<file path="config.mk">
export PLATFORM = sky130hd
export DESIGN_NAME = irq_pend_ctrl
export DESIGN_NICKNAME = d
export VERILOG_FILES = /design/src/rtl/irq_pkg.sv /design/src/rtl/irq_sync.sv /design/src/rtl/irq_pend_latch.sv /design/src/rtl/irq_arbiter.sv /design/src/rtl/irq_pend_ctrl.sv
export SDC_FILE = /design/constraint.sdc
export NUM_CORES = 1
export LEC_CHECK = 0
export ABC_AREA = 1
export BUFFER_PORTS_ARGS = -buffer_cell sky130_fd_sc_hd__buf_2
export CORE_AREA = 2 2 39 41
export CTS_CLUSTER_DIAMETER = 200
export DETAILED_ROUTE_END_ITERATION = 6
export DIE_AREA = 0 0 41 43
export PLACE_DENSITY = 0.53
export SYNTH_ARGS = -nofsm -noshare
export SYNTH_HDL_FRONTEND = slang
export SYNTH_SLANG_ARGS = --single-unit
</file>
<file path="constraint.sdc">
create_clock -name clk_i -period 0.8 [get_ports clk_i]
set_input_delay 0.16 -clock clk_i [delete_from_list [all_inputs] [get_ports clk_i]]
set_output_delay 0.16 -clock clk_i [all_outputs]
set_load 0.03 [all_outputs]
</file>
<file path="src/rtl/irq_pkg.sv">
package irq_pkg;
  localparam int CFG_W       = 2;
  localparam int CFG_INT_BIT = 0;
  localparam int CFG_EXT_BIT = 1;

  typedef enum logic [1:0] {
    SRV_NONE = 2'd0,
    SRV_INT  = 2'd1,
    SRV_EXT  = 2'd2
  } srv_e;
endpackage

</file>
<file path="src/rtl/irq_sync.sv">
module irq_sync #(
  parameter int STAGES = 2
) (
  input  logic clk_i,
  input  logic rst_i,
  input  logic d_i,
  output logic q_o
);
  logic [STAGES-1:0] chain_q;

  generate
    for (genvar s = 0; s < STAGES; s++) begin : g_stage
      if (s == 0) begin : g_first
        always_ff @(posedge clk_i) begin
          if (rst_i) chain_q[s] <= 1'b0;
          else       chain_q[s] <= d_i;
        end
      end else begin : g_next
        always_ff @(posedge clk_i) begin
          if (rst_i) chain_q[s] <= 1'b0;
          else       chain_q[s] <= chain_q[s-1];
        end
      end
    end
  endgenerate

  assign q_o = chain_q[STAGES-1];
endmodule

</file>
<file path="src/rtl/irq_pend_latch.sv">
module irq_pend_latch (
  input  logic clk_i,
  input  logic rst_i,
  input  logic set_i,
  input  logic block_i,
  input  logic clr_i,
  output logic pend_o
);
  logic pend_q;

  always_ff @(posedge clk_i) begin
    if (rst_i)                  pend_q <= 1'b0;
    else if (clr_i)             pend_q <= 1'b0;
    else if (set_i && !block_i) pend_q <= 1'b1;
  end

  assign pend_o = pend_q;
endmodule

</file>
<file path="src/rtl/irq_arbiter.sv">
module irq_arbiter
  import irq_pkg::*;
(
  input  logic clk_i,
  input  logic rst_i,
  input  logic pend_ext_i,
  input  logic pend_int_i,
  input  logic en_ext_i,
  input  logic en_int_i,
  input  logic slot_i,
  input  logic ret_i,
  output logic disp_ext_o,
  output logic disp_int_o,
  output logic ack_o,
  output logic vsel_o
);
  srv_e srv_q, srv_d;
  logic ack_q, vsel_q;
  logic idle, want_ext, want_int;

  assign idle     = (srv_q == SRV_NONE);
  assign want_ext = pend_ext_i && en_ext_i;
  assign want_int = pend_int_i && en_int_i;

  always_comb begin
    srv_d      = srv_q;
    disp_ext_o = 1'b0;
    disp_int_o = 1'b0;
    if (idle) begin
      if (slot_i && want_ext) begin
        srv_d      = SRV_EXT;
        disp_ext_o = 1'b1;
      end else if (slot_i && want_int) begin
        srv_d      = SRV_INT;
        disp_int_o = 1'b1;
      end
    end else if (ret_i) begin
      srv_d = SRV_NONE;
    end
  end

  always_ff @(posedge clk_i) begin
    if (rst_i) begin
      srv_q  <= SRV_NONE;
      ack_q  <= 1'b0;
      vsel_q <= 1'b0;
    end else begin
      srv_q  <= srv_d;
      ack_q  <= (srv_d != SRV_NONE);
      vsel_q <= (srv_d == SRV_EXT);
    end
  end

  assign ack_o  = ack_q;
  assign vsel_o = vsel_q;
endmodule

</file>
<file path="src/rtl/irq_pend_ctrl.sv">
module irq_pend_ctrl
  import irq_pkg::*;
#(
  parameter int SYNC_STAGES = 2
) (
  input  logic             clk_i,
  input  logic             rst_i,
  input  logic             ext_pin_i,
  input  logic             buf_full_i,
  input  logic             buf_rd_i,
  input  logic             slot_i,
  input  logic             ret_i,
  input  logic             cfg_we_i,
  input  logic [CFG_W-1:0] cfg_en_i,
  output logic             ack_o,
  output logic             vsel_o
);
  logic [CFG_W-1:0] en_q;
  logic             pin_s;
  logic             full_q;
  logic             full_rise;
  logic             pend_ext, pend_int;
  logic             disp_ext, disp_int;
  logic             ext_busy;

  // Enable register
  always_ff @(posedge clk_i) begin
    if (rst_i)         en_q <= '0;
    else if (cfg_we_i) en_q <= cfg_en_i;
  end

  // Pin synchroniser
  irq_sync #(.STAGES(SYNC_STAGES)) u_pin_sync (
    .clk_i (clk_i),
    .rst_i (rst_i),
    .d_i   (ext_pin_i),
    .q_o   (pin_s)
  );

  // Buffer-full rising edge
  always_ff @(posedge clk_i) begin
    if (rst_i) full_q <= 1'b0;
    else       full_q <= buf_full_i;
  end
  assign full_rise = buf_full_i && !full_q;

  // External routine in service blocks new pin latching
  assign ext_busy = ack_o && vsel_o;

  irq_pend_latch u_ext_pend (
    .clk_i   (clk_i),
    .rst_i   (rst_i),
    .set_i   (pin_s && en_q[CFG_EXT_BIT]),
    .block_i (ext_busy),
    .clr_i   (disp_ext),
    .pend_o  (pend_ext)
  );

  irq_pend_latch u_int_pend (
    .clk_i   (clk_i),
    .rst_i   (rst_i),
    .set_i   (full_rise && en_q[CFG_INT_BIT]),
    .block_i (1'b0),
    .clr_i   (disp_int || buf_rd_i),
    .pend_o  (pend_int)
  );

  irq_arbiter u_arb (
    .clk_i      (clk_i),
    .rst_i      (rst_i),
    .pend_ext_i (pend_ext),
    .pend_int_i (pend_int),
    .en_ext_i   (en_q[CFG_EXT_BIT]),
    .en_int_i   (en_q[CFG_INT_BIT]),
    .slot_i     (slot_i),
    .ret_i      (ret_i),
    .disp_ext_o (disp_ext),
    .disp_int_o (disp_int),
    .ack_o      (ack_o),
    .vsel_o     (vsel_o)
  );
endmodule

</file>
==> metrics <==
run status finished, violations left; failing checks setup timing; Clock Tree Root clkbuf_4; post-route ant nets 0; worst vdd ir 0.000863 V; routed wire length 708 µm; CTS tree done; Crit Path Max Fanout 2; Die Footprint 1760 µm²; Critical path origin u_arb.ack_o$_SDFF_PP0_; Core Area 1380 µm²; max_cap viols 0; period utilization 1.11; WP data required 0.64 ns; most frequent cells in the layout 10 x inv_1, 10 x nor2_1, 9 x buf_2; Mapped Cells 55; area of the mapped netlist 428 µm²; DIE HEIGHT 43 µm; Initial DRT Pass Iterations 3; Remaining DRCs 0; Worst setup EP type output port; Hold Buf Count CTS 0; routability cong. 0.723; crit-path cells buf_6; Die W 41 µm; Worst-path clk slew 0.07 ns; Final Util 0.424; mux share of post-synthesis cell area 0; delay of the slowest critical-path stage 0.34 ns; crit path capture ack_o; CP max stage cell dfxtp_2; Yosys top cell area share 0.515; gr usage total 0.110; Highest Signal Layer met4; CP Depth 1; wire length on met3 37 µm; placed cell count 84; Area contributors post-synth dfxtp_1 51%, inv_1 8.8%, nand2_1 8.8%; maximum clock path buffer count 2; RR Startpoint u_int_pend.pend_o$_SDFFE_PP0P_; number of H-tree levels 1; final number of hold-violating endpoints 0; Core Rows 14; CTS Buf Count 3; CP Buf/Inv Count 1; share of layout cells above drive strength 1 0.521; Power Density 1760 nW/µm²; Clock Latency Late Sink 0.27 ns; Via-to-Cell Ratio 4.03; FF-to-FF End u_arb.ack_o$_SDFF_PP0_; total vias in the final route 359; sequential fraction of the synthesis area 0.515; fin worst setup slack -0.0911 ns; simple-gate portion of the synthesized area 0.351; XOR/XNOR Fraction of Synth Area 0; Yosys warning count 0; post-synthesis adder-cell area fraction 0; Syn Nets 65; vias in the first global route 322; critical path arrival 0.73 ns; largest net degree at the start of global routing 7; Hold Crit Class primary input to flip-flop; Synth area leader dfxtp_1; initial antenna violation count 0; CP startpoint kind flip-flop; Post-DP HPWL 572 µm; flip-flop and latch count after synthesis 11; pre-CTS WS -0.0239 ns; worst slew pin tran 0.178 ns; I/O pin count 12; Area Overhead vs Synth 37.1%; routed length on met2 313 µm; clk_skew 0.00407 ns; Pleak 0.311 nW; Synth Area in Compound Gates 0.0380; final setup fails 3; FF-to-FF setup slack 0 ns; routed len/inst 7.96 µm; Initial Util 0.309; syn avg cell area 7.78 µm²; clock sinks 11; Tmin final 0.891 ns; Top delay family on crit path flip-flops; fmax 1120 MHz; M1 WL 331 µm; first-pass GRT wire length 1210 µm; non-filler instance count after layout 89; Worst slew margin 0.881; grt total ovfl 0; Slew Limit Fails 0; Final nets 84; Cell variety after synth 12; R2R cell count 6; diode count 0; initial DRC count 6; unrepaired setup endpoints after global routing yes; main combinational cell family by area after synthesis simple AND/OR/NAND/NOR gates; CP Class flip-flop to output port; port bufs 11
==> synth_stat cells <==
| cell | number |
|---|---|
| nor2_1 | 10 |
| o21ai_0 | 2 |
| nor2b_1 | 1 |
| nand3_2 | 2 |
| inv_2 | 1 |
| dfxtp_1 | 11 |
| nor2_4 | 1 |
| nand2_2 | 4 |
| a31oi_1 | 1 |
| nand2_1 | 10 |
| inv_1 | 10 |
| nor2_2 | 2 |
==> report_power, final <==
part,switching (mW),internal [mW]
clock,0.183,0.193
sequential,0.00808,0.566
combinational,0.0387,0.0407
==> stage by stage <==
stage / setup TNS (ns) / instance area (µm²) / hold WS (ns) / power (mW)
2_1_floorplan: 0 / 430 / 0.231 / 0.616
3_5_place_dp: -0.0322 / 520 / 0.375 / 0.659
5_1_grt: -0.569 / 587 / 0.100 / 1.10
4_1_cts: -0.211 / 568 / 0.0941 / 1.04
6_report: -0.182 / 587 / 0.0961 / 1.03
3_3_place_gp: -0.0428 / 520 / 0.368 / 0.658
==> kinds of logic (layout without fill, tap and decap cells) <==
| family | after synthesis | after routing |
|---|---|---|
| compound gates | 3 | 3 |
| buf+inv | 11 | 29 |
| flops | 11 | 11 |
| simple gates | 30 | 30 |
==> area by class of cell <==
type / instances / area, µm²
Sequential cell: 11 / 229
Multi-Input combinational cell: 33 / 180
Fill cell: 148 / 797
Tap cell: 16 / 20.0
Clock buffer: 4 / 26.3
Timing Repair Buffer: 14 / 90.1
Inverter: 11 / 41.3
==> registers in the layout, summed over array words and instances, names as in the netlist <==
register	flops
en_q	2
u_arb.srv_q	2
full_q	1
u_arb.ack_o	1
u_arb.vsel_o	1
u_ext_pend.pend_o	1
u_int_pend.pend_o	1
u_pin_sync.chain_q	1
u_pin_sync.q_o	1
==> metal layers <==
| metal | vias up | track usage |
|---|---|---|
| met4 | 0 | 0.120 |
| met5 | - | 0 |
| li1 | 195 | - |
| met3 | 4 | 0.0366 |
| met1 | 152 | 0.121 |
| met2 | 8 | 0.147 |
==> timing repair <==
action,CTS,global route
pin swaps,0,2
setup buffers,0,1
resized for setup,10,4
setup endpoints to repair,6,9
==> how the worst min path moves through the flow <==
stage	from	to	slack, ns	depth (start not counted)
after global placement	ext_pin_i	u_pin_sync.chain_q[0]$_SDFF_PP0_	0.37	3
after CTS	ext_pin_i	u_pin_sync.chain_q[0]$_SDFF_PP0_	0.09	3
after detailed placement	ext_pin_i	u_pin_sync.chain_q[0]$_SDFF_PP0_	0.38	3
final	ext_pin_i	u_pin_sync.chain_q[0]$_SDFF_PP0_	0.1	3
after floorplan	rst_i	u_pin_sync.chain_q[0]$_SDFF_PP0_	0.23	1
after global routing	ext_pin_i	u_pin_sync.chain_q[0]$_SDFF_PP0_	0.10	3
Power figures use the tool's default switching activity.
